$ cat config.mk
export PLATFORM = sky130hd
export DESIGN_NAME = serial_rx_core
export DESIGN_NICKNAME = d
export VERILOG_FILES = /design/src/rtl/serial_rx_pkg.sv /design/src/rtl/serial_rx_datapath.sv /design/src/rtl/serial_rx_control.sv /design/src/rtl/serial_rx_core.sv
export SDC_FILE = /design/constraint.sdc
export NUM_CORES = 1
export LEC_CHECK = 0
export BUFFER_PORTS_ARGS = -buffer_cell sky130_fd_sc_hd__buf_2
export CAP_MARGIN = 40
export CORE_UTILIZATION = 55
export CTS_CLUSTER_DIAMETER = 120
export DETAILED_ROUTE_END_ITERATION = 6
export GPL_ROUTABILITY_DRIVEN = 0
export HOLD_SLACK_MARGIN = 0.05
export PLACE_DENSITY = 0.81
export SYNTH_ARGS = -nofsm -noshare
export SYNTH_HDL_FRONTEND = slang
export SYNTH_HIERARCHICAL = 1
export SYNTH_SLANG_ARGS = --single-unit
$ cat constraint.sdc
create_clock -name clk -period 3 [get_ports clk]
set_input_delay 0.3 -clock clk [delete_from_list [all_inputs] [get_ports clk]]
set_output_delay 0.3 -clock clk [all_outputs]
set_load 0.02 [all_outputs]
$ cat src/rtl/serial_rx_pkg.sv
package serial_rx_pkg;
  typedef struct packed {
    logic startFrame;
    logic inFrame;
    logic shiftBit;
    logic loadData;
  } rxStrobe_t;
endpackage

$ cat src/rtl/serial_rx_datapath.sv
module serial_rx_datapath
  import serial_rx_pkg::*;
#(
  parameter int OVS         = 16,
  parameter int DATA_MAX    = 9,
  parameter int SYNC_STAGES = 2
) (
  input  logic                        clk,
  input  logic                        rstN,
  input  logic                        tick,
  input  logic                        enable,
  input  logic                        rxd,
  input  logic                        nineBit,
  input  rxStrobe_t                   strobe,
  output logic [$clog2(OVS)-1:0]      phase,
  output logic                        sampleNow,
  output logic                        vote,
  output logic                        disagree,
  output logic                        charMsb,
  output logic                        idleLine,
  output logic [DATA_MAX-1:0]         rxData
);
  localparam int PHASE_W = $clog2(OVS);
  localparam int IDLE_W  = $clog2(OVS * (DATA_MAX + 2) + 1);
  localparam logic [IDLE_W-1:0] FRAME_LONG  = IDLE_W'(OVS * (DATA_MAX + 2));
  localparam logic [IDLE_W-1:0] FRAME_SHORT = IDLE_W'(OVS * (DATA_MAX + 1));

  logic [SYNC_STAGES-1:0] syncQ;
  logic [1:0]             hist;
  logic [2:0]             trio;
  logic [DATA_MAX-1:0]    shiftReg;
  logic [DATA_MAX-1:0]    charNow;
  logic [IDLE_W-1:0]      highRun;
  logic [IDLE_W-1:0]      frameTicks;
  logic                   stepEn;

  // input synchronizer
  always_ff @(posedge clk or negedge rstN) begin
    if (!rstN) syncQ <= '1;
    else       syncQ <= {syncQ[SYNC_STAGES-2:0], rxd};
  end
  assign sampleNow = syncQ[SYNC_STAGES-1];
  assign stepEn    = tick & enable;

  // three-sample window and vote
  always_ff @(posedge clk or negedge rstN) begin
    if (!rstN)       hist <= 2'b11;
    else if (stepEn) hist <= {hist[0], sampleNow};
  end
  assign trio     = {hist, sampleNow};
  assign vote     = (trio[0] & trio[1]) | (trio[0] & trio[2]) | (trio[1] & trio[2]);
  assign disagree = (trio != 3'b000) && (trio != 3'b111);

  // oversample phase within the current bit
  always_ff @(posedge clk or negedge rstN) begin
    if (!rstN)                   phase <= '0;
    else if (!enable)            phase <= '0;
    else if (strobe.startFrame)  phase <= PHASE_W'(1);
    else if (tick) begin
      if (strobe.inFrame) phase <= phase + 1'b1;
      else                phase <= '0;
    end
  end

  // character assembly, LSB first into the top
  always_ff @(posedge clk or negedge rstN) begin
    if (!rstN)                shiftReg <= '0;
    else if (strobe.shiftBit) shiftReg <= {vote, shiftReg[DATA_MAX-1:1]};
  end
  assign charNow = nineBit ? shiftReg : {1'b0, shiftReg[DATA_MAX-1:1]};
  assign charMsb = shiftReg[DATA_MAX-1];

  always_ff @(posedge clk or negedge rstN) begin
    if (!rstN)                rxData <= '0;
    else if (strobe.loadData) rxData <= charNow;
  end

  // run of high samples for idle-line detection
  assign frameTicks = nineBit ? FRAME_LONG : FRAME_SHORT;
  always_ff @(posedge clk or negedge rstN) begin
    if (!rstN)        highRun <= '0;
    else if (!enable) highRun <= '0;
    else if (tick) begin
      if (!sampleNow)               highRun <= '0;
      else if (highRun != frameTicks) highRun <= highRun + 1'b1;
    end
  end
  assign idleLine = stepEn & sampleNow & (highRun == frameTicks - 1'b1);
endmodule

$ cat src/rtl/serial_rx_control.sv
module serial_rx_control
  import serial_rx_pkg::*;
#(
  parameter int OVS      = 16,
  parameter int DATA_MAX = 9
) (
  input  logic                   clk,
  input  logic                   rstN,
  input  logic                   tick,
  input  logic                   enable,
  input  logic                   nineBit,
  input  logic                   wakeSel,
  input  logic                   wakeSet,
  input  logic                   statusRead,
  input  logic                   dataRead,
  input  logic [$clog2(OVS)-1:0] phase,
  input  logic                   sampleNow,
  input  logic                   vote,
  input  logic                   disagree,
  input  logic                   charMsb,
  input  logic                   idleLine,
  output rxStrobe_t              strobe,
  output logic                   fullFlag,
  output logic                   overrunFlag,
  output logic                   noiseFlag,
  output logic                   frameErrFlag,
  output logic                   idleFlag,
  output logic                   asleep
);
  localparam int PHASE_W = $clog2(OVS);
  localparam int IDX_W   = $clog2(DATA_MAX + 2);
  localparam logic [PHASE_W-1:0] MID_PHASE  = PHASE_W'(OVS / 2 + 1);
  localparam logic [PHASE_W-1:0] LAST_PHASE = PHASE_W'(OVS - 1);
  localparam logic [IDX_W-1:0]   IDX_LONG   = IDX_W'(DATA_MAX + 1);
  localparam logic [IDX_W-1:0]   IDX_SHORT  = IDX_W'(DATA_MAX);

  logic             inFrame;
  logic [IDX_W-1:0] bitIdx;
  logic [IDX_W-1:0] lastIdx;
  logic             noiseAcc;
  logic             statusSeen;
  logic             idleArmed;
  logic             stepEn, midTick, endTick;
  logic             startFrame, falseStart, frameDone, accept, loadData;
  logic             clearSeq, idleSet, wakeNow;

  assign stepEn     = tick & enable;
  assign lastIdx    = nineBit ? IDX_LONG : IDX_SHORT;
  assign midTick    = stepEn & inFrame & (phase == MID_PHASE);
  assign endTick    = stepEn & inFrame & (phase == LAST_PHASE);
  assign startFrame = stepEn & ~inFrame & ~sampleNow;
  assign falseStart = midTick & (bitIdx == '0) & vote;
  assign frameDone  = midTick & (bitIdx == lastIdx);
  assign accept     = frameDone & (~asleep | (wakeSel & charMsb));
  assign loadData   = accept & ~fullFlag;
  assign clearSeq   = dataRead & statusSeen;
  assign idleSet    = idleLine & ~asleep & idleArmed;
  assign wakeNow    = asleep & ((idleLine & ~wakeSel) | (frameDone & wakeSel & charMsb));

  assign strobe.startFrame = startFrame;
  assign strobe.inFrame    = inFrame;
  assign strobe.shiftBit   = midTick & (bitIdx != '0) & (bitIdx != lastIdx);
  assign strobe.loadData   = loadData;

  // frame sequencing
  always_ff @(posedge clk or negedge rstN) begin
    if (!rstN) begin
      inFrame <= 1'b0;
      bitIdx  <= '0;
    end else if (!enable) begin
      inFrame <= 1'b0;
      bitIdx  <= '0;
    end else if (startFrame) begin
      inFrame <= 1'b1;
      bitIdx  <= '0;
    end else if (falseStart || frameDone) begin
      inFrame <= 1'b0;
    end else if (endTick) begin
      bitIdx <= bitIdx + 1'b1;
    end
  end

  always_ff @(posedge clk or negedge rstN) begin
    if (!rstN)           noiseAcc <= 1'b0;
    else if (startFrame) noiseAcc <= 1'b0;
    else if (midTick)    noiseAcc <= noiseAcc | disagree;
  end

  // status-then-data clear handshake
  always_ff @(posedge clk or negedge rstN) begin
    if (!rstN)           statusSeen <= 1'b0;
    else if (statusRead) statusSeen <= 1'b1;
    else if (dataRead)   statusSeen <= 1'b0;
  end

  // receive flags
  always_ff @(posedge clk or negedge rstN) begin
    if (!rstN) begin
      fullFlag     <= 1'b0;
      noiseFlag    <= 1'b0;
      frameErrFlag <= 1'b0;
      overrunFlag  <= 1'b0;
    end else begin
      if (loadData) begin
        fullFlag     <= 1'b1;
        noiseFlag    <= noiseAcc | disagree;
        frameErrFlag <= ~vote;
      end else if (clearSeq) begin
        fullFlag     <= 1'b0;
        noiseFlag    <= 1'b0;
        frameErrFlag <= 1'b0;
      end
      if (accept && fullFlag) overrunFlag <= 1'b1;
      else if (clearSeq)      overrunFlag <= 1'b0;
    end
  end

  // idle detection armed by an accepted character
  always_ff @(posedge clk or negedge rstN) begin
    if (!rstN) begin
      idleArmed <= 1'b0;
      idleFlag  <= 1'b0;
    end else begin
      if (accept)       idleArmed <= 1'b1;
      else if (idleSet) idleArmed <= 1'b0;
      if (idleSet)       idleFlag <= 1'b1;
      else if (clearSeq) idleFlag <= 1'b0;
    end
  end

  // sleep control
  always_ff @(posedge clk or negedge rstN) begin
    if (!rstN)        asleep <= 1'b0;
    else if (wakeSet) asleep <= 1'b1;
    else if (wakeNow) asleep <= 1'b0;
  end
endmodule

$ cat src/rtl/serial_rx_core.sv
module serial_rx_core
  import serial_rx_pkg::*;
#(
  parameter int OVS         = 16,
  parameter int DATA_MAX    = 9,
  parameter int SYNC_STAGES = 2
) (
  input  logic                clk,
  input  logic                rstN,
  input  logic                tick16,
  input  logic                rxd,
  input  logic                rxEnable,
  input  logic                nineBit,
  input  logic                wakeSel,
  input  logic                wakeSet,
  input  logic                statusRead,
  input  logic                dataRead,
  input  logic                rieEn,
  input  logic                ilieEn,
  output logic [DATA_MAX-1:0] rxData,
  output logic                fullFlag,
  output logic                overrunFlag,
  output logic                noiseFlag,
  output logic                frameErrFlag,
  output logic                idleFlag,
  output logic                asleep,
  output logic                rxIrq,
  output logic                idleIrq
);
  rxStrobe_t              strobe;
  logic [$clog2(OVS)-1:0] phase;
  logic sampleNow, vote, disagree, charMsb, idleLine;

  serial_rx_datapath #(.OVS(OVS), .DATA_MAX(DATA_MAX), .SYNC_STAGES(SYNC_STAGES)) dp_i (
    .clk(clk), .rstN(rstN), .tick(tick16), .enable(rxEnable), .rxd(rxd),
    .nineBit(nineBit), .strobe(strobe), .phase(phase), .sampleNow(sampleNow),
    .vote(vote), .disagree(disagree), .charMsb(charMsb), .idleLine(idleLine),
    .rxData(rxData)
  );

  serial_rx_control #(.OVS(OVS), .DATA_MAX(DATA_MAX)) ctl_i (
    .clk(clk), .rstN(rstN), .tick(tick16), .enable(rxEnable), .nineBit(nineBit),
    .wakeSel(wakeSel), .wakeSet(wakeSet), .statusRead(statusRead), .dataRead(dataRead),
    .phase(phase), .sampleNow(sampleNow), .vote(vote), .disagree(disagree),
    .charMsb(charMsb), .idleLine(idleLine), .strobe(strobe), .fullFlag(fullFlag),
    .overrunFlag(overrunFlag), .noiseFlag(noiseFlag), .frameErrFlag(frameErrFlag),
    .idleFlag(idleFlag), .asleep(asleep)
  );

  assign rxIrq   = rieEn & (fullFlag | overrunFlag);
  assign idleIrq = ilieEn & idleFlag;
endmodule

-- Yosys cells after proc, flatten, opt, wreduce, memory -nomap -nowiden
Index checks and enable logic that the tools add are counted.
- bits in registers: 48
- bits of input ports: 12
- word-level logic and storage cells: 121
- add/subtract/negate cells: 4
- equal/unequal tests: 13
- muxes and demuxes: 32
- bitwise logic cells: 40
- reductions and logical operators: 15
- operators by type and width (kind ; count):
    $mux 4 ; 8
    $mux 8 ; 4
    $and 1x1->1 ; 28
    $mux 1 ; 17
    $reduce_bool 2->1 ; 7
    $mux 9 ; 1
    $add 4x1->4 const B ; 2
    $add 8x1->8 const B ; 1
    $eq 4x4->1 const B ; 2
    $eq 8x8->1 ; 1
    $ne 8x8->1 ; 1
    $sub 8x1->8 const B ; 1
    $ne 3x1->1 const B ; 2
    $ne 3x2->1 const B ; 2
    $ne 3x3->1 const B ; 2
    $not 1->1 ; 6
    $or 1x1->1 ; 6
    $mux 5 ; 1
    $eq 4x4->1 ; 1
    $logic_not 4->1 ; 1
    $ne 4x4->1 ; 1
    $reduce_and 2->1 ; 2
    $reduce_bool 4->1 ; 1
    $reduce_bool 3->1 ; 1
    other kinds (4) ; 5

-- Longest topological paths before layout
Gate-level depths: netlist of the first run.
- depth after elaboration: 10
- gate-level depth with buffers: 8

-- Cells and area by module
The synthesis of the first run kept the hierarchy.
- modules (own cells, without submodules) (module ; times used ; cells each ; area an instance (µm²) ; sequential area each (µm²)):
    serial_rx_datapath ; 1 ; 165 ; 1710.4 ; 855.8
    serial_rx_control ; 1 ; 80 ; 767.0 ; 350.3
    serial_rx_core ; 1 ; 2 ; 13.8 ; 0.0

-- Worst setup path after synthesis of the first run
Ideal clock, no wire load.
- kind: register -> register
- from: register ctl_i.bitIdx[1]
- to: register dp_i.rxData[8]
- arrival: 1.939 ns
- path slack: 0.925 ns
- cell stages (with the launch flop): 8
- path through: dfrtp_1 -> or3b_1 -> a21oi_4 -> and3_2 -> buf_4 -> clkbuf_1 -> clkbuf_1 -> o21ai_0
- cells in the longest elaborated chain, start to end: 4
- RTL lines (item ; RTL line ; source):
    start: declaration ; serial_rx_control.sv:38 ; logic [IDX_W-1:0] bitIdx;
    start signal: assignment ; serial_rx_control.sv:79 ; bitIdx <= bitIdx + 1'b1;
    $eq 4x4->1 ; serial_rx_control.sv:53 ; assign frameDone = midTick & (bitIdx == lastIdx);
    $and 1x1->1 ; serial_rx_control.sv:53 ;
    $and 1x1->1 ; serial_rx_control.sv:54 ; assign accept = frameDone & (~asleep | (wakeSel & charMsb));
    $and 1x1->1 ; serial_rx_control.sv:55 ; assign loadData = accept & ~fullFlag;
    named net ctl_i.loadData ; serial_rx_control.sv:44 ; logic startFrame, falseStart, frameDone, accept, loadData;
    end signal: assignment ; serial_rx_datapath.sv:75 ; else if (strobe.loadData) rxData <= charNow;
    end: declaration ; serial_rx_datapath.sv:21 ; output logic [DATA_MAX-1:0] rxData
The timed path passes the listed nets, and every way through them passes these cells.
A chain may end at the register's enable or synchronous reset.

==> impl_results.md, run 1 <==
- F_max: 0.509 GHz
- Worst Path Arrival: 2160 ps
- GRT overflow: 0
- DR pass1 iterations: 4
- PD cells: 424 nW/µm²
- Vias in the first global route: 1,823
- Post-route ant nets: 0
- Clock Power Share: 35.0%
- Largest net degree at the start of global routing: 29
- Antenna Cells: 0
- Sequential Power Share: 58.0%
- CP max FO: 9
- Critical path cell sequence: nand2_1, or4_1, nor3_1, buf_4, mux2_2
- Quantity of I/O buffers inserted on ports: 28
- Mapped Nets: 264
- Slew @ Worst Pin: 577 ps
- Area Growth Syn to Fin: 10.7%
- Max clock buf depth: 2
- Comb pwr share: 7.0%
- Min-Delay Path Class: in -> reg
- Fin nets: 289
- CTS Buf Count: 5
- Final Slew Violations: 0
- Synth Flop Type: dfrtp_1
- Cell variety after synth: 51
- Crit start category: flop
- FF-to-FF Start: ctl_i/inFrame
- Sw Ratio: 24.3%
- RSZ-0062 raised after global routing: no
- CTS sink cnt: 48
- Yosys warnings: 6
- Buf+Inv Stages, Crit Path: 1
- First-pass GRT wire length: 7890 µm
- Lkg Pwr: 0.00131 µW
- Post-synth EDFFs: 0
- P_sw: 284 µW
- Critical path type: reg -> reg
- CP Launch Point: ctl_i/inFrame
- Max VDD drop: 299 µV
- # setup viols final: 0
- Nature of the critical path endpoint: flop
- Final min period: 1970 ps
- Average cell area after synthesis: 10.1 µm²
- R2R Path End: dp_i/shiftReg[5]
- Worst EP required: 3190 ps
- Critical-path top delay cell: or4_1
- DRC Markers: 0
- Initial antenna violation count: 0
- Dpl hpwl: 3210 µm
- Tot GR Track Use: 20.1%
- CTS root buffer: clkbuf_8
- MaxCap Viol Count: 0
- Mapped Cells: 247
- CTS tree: yes
- # IOs: 29
- Share of flip-flops with an asynchronous set or reset: 100%
- CTS H-tree lvls: 2
- Period utilization: 65.5%
- Clock Skews: 10.5 ps
- Post-CTS Setup Bufs: 0
- Core area: 4350 µm²
- Via count: 1,873
- TNS Setup: 0 ps
- FF+latch count, synth: 48
- Status: complete, no violations
- Wire per inst: 14.0 µm
- Dpl ws: 853 ps
- Seq/Total Area, Yosys: 48.4%
- R2R cell count: 5
- Die X: 69.3 µm
- Largest stage delay, worst path: 520 ps
- Die area: 4800 µm²
- Iteration-0 DRC count of the detailed router: 123
- Kind of cell adding the most delay to the critical path: simple AND/OR/NAND/NOR gates
- Clk slew on worst S/H paths: 90 ps
- # fillers: 368
- Final hold vios: 0
- CP Capture Point: dp_i/shiftReg[5]
- Cell Rows: 24
- Layout cell share with drive strength beyond 1: 22.0%
- Rel. slew slack: 61.2%
- Worst-skew pair later-pin latency: 300 ps
- Synth Cell Area: 2490 µm²
- Die height: 69.3 µm
- Vias per cell: 5.76
- Reg2Reg Setup Slack: 1030 ps
- Initial Util: 57.2%
- Post-Route WL: 4540 µm
- Int Power: 885 µW
- Stages on worst setup path: 5
- Setup slack after layout: 1030 ps
## flip-flops by register name, indices dropped and copies added, names as in the netlist, 2 cells and up
name,cells
dp_i/shiftReg,9
ctl_i/bitIdx,4
dp_i/rxData,9
dp_i/highRun,8
dp_i/phase,4
dp_i/hist,2
dp_i/syncQ,2
## final cells by class
class | instances | area, µm² | share of cell area, %
Clock buffer | 6 | 82.6 | 2.99
Multi-Input combinational cell | 172 | 1160 | 41.9
Timing Repair Buffer | 32 | 185 | 6.72
Sequential cell | 48 | 1210 | 43.7
Tap cell | 52 | 65.1 | 2.36
Clock inverter | 2 | 13.8 | 0.499
Inverter | 13 | 48.8 | 1.77
## cells in the mapped netlist, types with 2 or more instances
cell type / n / area (µm²)
dfstp_2: 4 / 105
o21a_1: 2 / 15.0
nand3b_1: 2 / 15.0
mux2_2: 12 / 135
nor3b_1: 4 / 30.0
xnor2_1: 4 / 35.0
a21boi_0: 2 / 15.0
o22ai_1: 2 / 12.5
nand3_1: 8 / 40.0
and2_1: 2 / 12.5
buf_4: 3 / 22.5
nand2_1: 19 / 71.3
o31a_1: 2 / 17.5
o21ai_0: 7 / 35.0
clkbuf_1: 8 / 30.0
nand4_1: 5 / 31.3
inv_1: 13 / 48.8
buf_6: 2 / 22.5
nor2_1: 22 / 82.6
nand2b_1: 4 / 25.0
nor3_1: 6 / 30.0
nor2b_1: 8 / 50.1
and3_1: 5 / 31.3
dfrtp_1: 44 / 1100
a21oi_1: 17 / 85.1
ha_1: 5 / 62.6
mux2i_1: 11 / 110
## power groups by stage
| stage | sequential, µW | combinational (µW) | clock, µW |
|---|---|---|---|
| floorplan | 684 | 51.9 | 0 |
| global placement | 689 | 76.7 | 0 |
| detailed placement | 690 | 82.7 | 0 |
| CTS | 677 | 83.4 | 426 |
| global route | 679 | 93.0 | 443 |
| finish | 678 | 82.3 | 409 |
## cells in the final DEF, fill, tap and decap left out, types with 5 or more instances in the layout
| cell | count |
|---|---|
| a21oi_1 | 17 |
| and3_1 | 5 |
| buf_2 | 28 |
| clkbuf_8 | 6 |
| dfrtp_1 | 44 |
| ha_1 | 5 |
| inv_1 | 13 |
| mux2_2 | 12 |
| mux2i_1 | 11 |
| nand2_1 | 19 |
| nand3_1 | 8 |
| nand4_1 | 5 |
| nor2_1 | 22 |
| nor2b_1 | 8 |
| nor3_1 | 6 |
| o21ai_0 | 7 |
## kinds of logic (layout without fill, tap and decap cells)
family | after synthesis | in the layout | synth area share, %
compound gates | 43 | 43 | 11.1
xor+xnor | 4 | 4 | 1.41
fa+ha+maj | 6 | 6 | 2.91
buf+inv | 27 | 53 | 5.17
flops | 48 | 48 | 48.4
mux | 23 | 23 | 9.84
simple gates | 96 | 96 | 21.1
## routing by layer
layer	GRT usage, %	part of all wire, %	wire length [µm]	vias to the layer above
met5	0	0	0	-
met3	3.92	2.5	115	7
met4	7.71	1.3	60	0
met1	25.5	47	2160	924
met2	34.0	49	2210	31
li1	-	-	-	911
## metrics by stage
step / hold slack, ps / area [µm²] / util, % / cells / power [µW]
after floorplan: 4.41 / 2490 / - / 247 / 736
after global routing: 82.2 / 2760 / 63.3 / 325 / 1220
after global placement: 347 / 2630 / 60.4 / 315 / 766
after CTS: 84.7 / 2760 / 63.3 / 325 / 1190
after detailed placement: 296 / 2650 / 60.9 / 316 / 773
final: 97.4 / 2760 / 63.3 / 325 / 1170
## worst min-delay path by stage
stage                   from             to  slack, ps  cells past startpoint
2_1_floorplan           rstN   ctl_i/asleep          4                      0
3_3_place_gp   dp_i/syncQ[0]  dp_i/syncQ[1]        350                      0
3_5_place_dp            rstN  dp_i/phase[1]        300                      1
4_1_cts                  rxd  dp_i/syncQ[0]         80                      1
5_1_grt                  rxd  dp_i/syncQ[0]         80                      1
6_report                 rxd  dp_i/syncQ[0]        100                      1
## timing repair
action / CTS / global route
hold buffers: 1 / 0
gates resized for setup: 0 / 0
hold endpoints to repair: 18 / 0
Note: power is estimated with default switching activity, not from simulation.
==> run 2, diff against run 1 <==
--- a/config.mk
+++ b/config.mk
@@ -7,12 +7,12 @@
 export LEC_CHECK = 0
 export BUFFER_PORTS_ARGS = -buffer_cell sky130_fd_sc_hd__buf_2
 export CAP_MARGIN = 40
-export CORE_UTILIZATION = 55
+export CORE_UTILIZATION = 52
 export CTS_CLUSTER_DIAMETER = 120
 export DETAILED_ROUTE_END_ITERATION = 6
 export GPL_ROUTABILITY_DRIVEN = 0
 export HOLD_SLACK_MARGIN = 0.05
-export PLACE_DENSITY = 0.81
+export PLACE_DENSITY = 0.8
 export SYNTH_ARGS = -nofsm -noshare
 export SYNTH_HDL_FRONTEND = slang
 export SYNTH_HIERARCHICAL = 1
==> constraint.sdc (replaced) <==
create_clock -name clk -period 1.8 [get_ports clk]
set_input_delay 0.18 -clock clk [delete_from_list [all_inputs] [get_ports clk]]
set_output_delay 0.18 -clock clk [all_outputs]
set_load 0.02 [all_outputs]
==> impl_results.md, run 2 (same netlist as run 1, synthesis figures left out) <==
- Die height: 71.2 µm
- Reg2Reg Setup Slack: 90 ps
- Status: finished with violations
- Critical-path top delay cell: or4_4
- Via count: 1,908
- Critical path type: reg -> reg
- CTS Buf Count: 5
- Slew @ Worst Pin: 370 ps
- Quantity of I/O buffers inserted on ports: 28
- Dpl ws: 62.9 ps
- Post-Route WL: 4800 µm
- Clock Skews: 7.60 ps
- # fillers: 367
- Area of the multi-input gates: 1180 µm²
- Stages on worst setup path: 4
- Worst-skew pair later-pin latency: 310 ps
- Core area: 4470 µm²
- DR pass1 iterations: 6
- Layout cell share with drive strength beyond 1: 27.9%
- Failing checks: DRC
- Hold Crit Start: wakeSet
- Cell depth of the worst min-delay path: 2
- Worst Path Arrival: 1910 ps
- Buf+Inv Stages, Crit Path: 1
- Setup slack after layout: 89.7 ps
- Die X: 71.2 µm
- CP Launch Point: dp_i/phase[1]
- CP Capture Point: dp_i/shiftReg[3]
- Most common cell after layout, fill and taps aside: dfrtp_1
- Max clock buf depth: 2
- CP max FO: 5
- CTS root buffer: clkbuf_8
- Lkg Pwr: 0.00138 µW
- GRT overflow: 0
- Vias in the first global route: 1,787
- Iteration-0 DRC count of the detailed router: 114
- Sequential cell area: 1210 µm²
- F_max: 0.585 GHz
- Initial antenna violation count: 0
- Rel. slew slack: 75.3%
- Min-Delay Path Class: in -> reg
- R2R cell count: 4
- Vias per cell: 5.58
- Crit start category: flop
- Design Area, Final: 2920 µm²
- Dpl hpwl: 3340 µm
- CTS H-tree lvls: 2
- Largest stage delay, worst path: 540 ps
- Largest net degree at the start of global routing: 40
- Placed instance area: 2750 µm²
- PD cells: 676 nW/µm²
- # IOs: 29
- RSZ-0062 raised after global routing: yes
- Final Slew Violations: 0
- Antenna Cells: 0
- Nature of the critical path endpoint: flop
- Die area: 5070 µm²
- Fin nets: 306
- MaxCap Viol Count: 0
- Post-route ant nets: 0
- Worst EP required: 2000 ps
- Kind of cell adding the most delay to the critical path: simple AND/OR/NAND/NOR gates
- Area Growth Syn to Fin: 17.1%
- Max VDD drop: 441 µV
- Period utilization: 95.0%
- Top Registers: dp_i/rxData x9, dp_i/shiftReg x9, dp_i/highRun x8
- Initial Util: 55.7%
- DRC Markers: 4
- FF-to-FF Start: dp_i/phase[1]
- Leading cell types in the layout, fill and taps excluded: dfrtp_1, buf_2, nor2_1
- Final hold vios: 0
- Final min period: 1710 ps
- Wire per inst: 14.0 µm
- CTS tree: yes
- Clk slew on worst S/H paths: 90 ps
- R2R Path End: dp_i/shiftReg[3]
- Cell Rows: 24
- First-pass GRT wire length: 8110 µm
- # setup viols final: 0
- Critical path cell sequence: or4_4, nor3_2, buf_4, mux2_2
- Tot GR Track Use: 20.7%
- CTS sink cnt: 48
[run 2: cell types whose count changed in the layout (fill, tap and decap cells not counted), moves of 2 or more]
cell           change
clkinvlp_4         +2
buf_4             +15
dfrtp_1            -2
dlygate4sd3_1      +2
dfrtp_2            +2
[run 2: worst reg2reg max path, cell delays in order, from the launching register on]
cell	delay, ps
dfrtp_1	380
or4_4	540
nor3_2	170
buf_4	190
mux2_2	330
[run 2: report_power, final]
part,switching [µW],internal (µW),leakage [µW]
Sequential,14.9,1100,0.000638
Clock,376,311,0.0000434
Combinational,95.0,70.5,0.000702
Total,486,1490,0.00138
[run 2: how the worst min path moves through the flow]
stage	end
floorplan	ctl_i/asleep
global placement	dp_i/highRun[3]
detailed placement	dp_i/highRun[3]
CTS	ctl_i/asleep
global route	ctl_i/asleep
finish	ctl_i/asleep
[run 2: area by class of cell]
cell class	count	area share (%)
multi-input cells	172	40.4
repair buffers	49	10.9
flip-flops and latches	48	41.4
well taps	52	2.23
clock buffers	6	2.83
clock inverters	2	0.515
inverters	13	1.67
[run 2: per-layer routing]
metal | GRT usage [%] | vias up | part of all wire [%] | wire (µm)
met5 | 0 | - | 0 | 0
met4 | 8.44 | 0 | 1.7 | 80
met3 | 5.06 | 6 | 2.7 | 132
met2 | 31.7 | 26 | 47 | 2250
met1 | 28.3 | 934 | 49 | 2340
li1 | - | 942 | - | -
[run 2: stage by stage]
step / std cells / utilization (%) / TNS, ps / hold WS [ps] / power (µW)
after global routing: 342 / 65.2 / -69.0 / 67.0 / 2040
after CTS: 340 / 64.3 / 0 / 53.6 / 1990
after global placement: 329 / 61.4 / 0 / 79.3 / 1300
after floorplan: 247 / - / 0 / -116 / 1230
after detailed placement: 329 / 61.4 / 0 / 83.3 / 1300
final: 342 / 65.2 / 0 / 58.1 / 1970
[run 2: repair_timing]
item | 4_1_cts | 5_1_grt
setup endpoints to repair | 0 | 19
buffers inserted | 0 | 1
hold endpoints to repair | 11 | 0
gates resized for setup | 0 | 9
hold buffers | 3 | 0
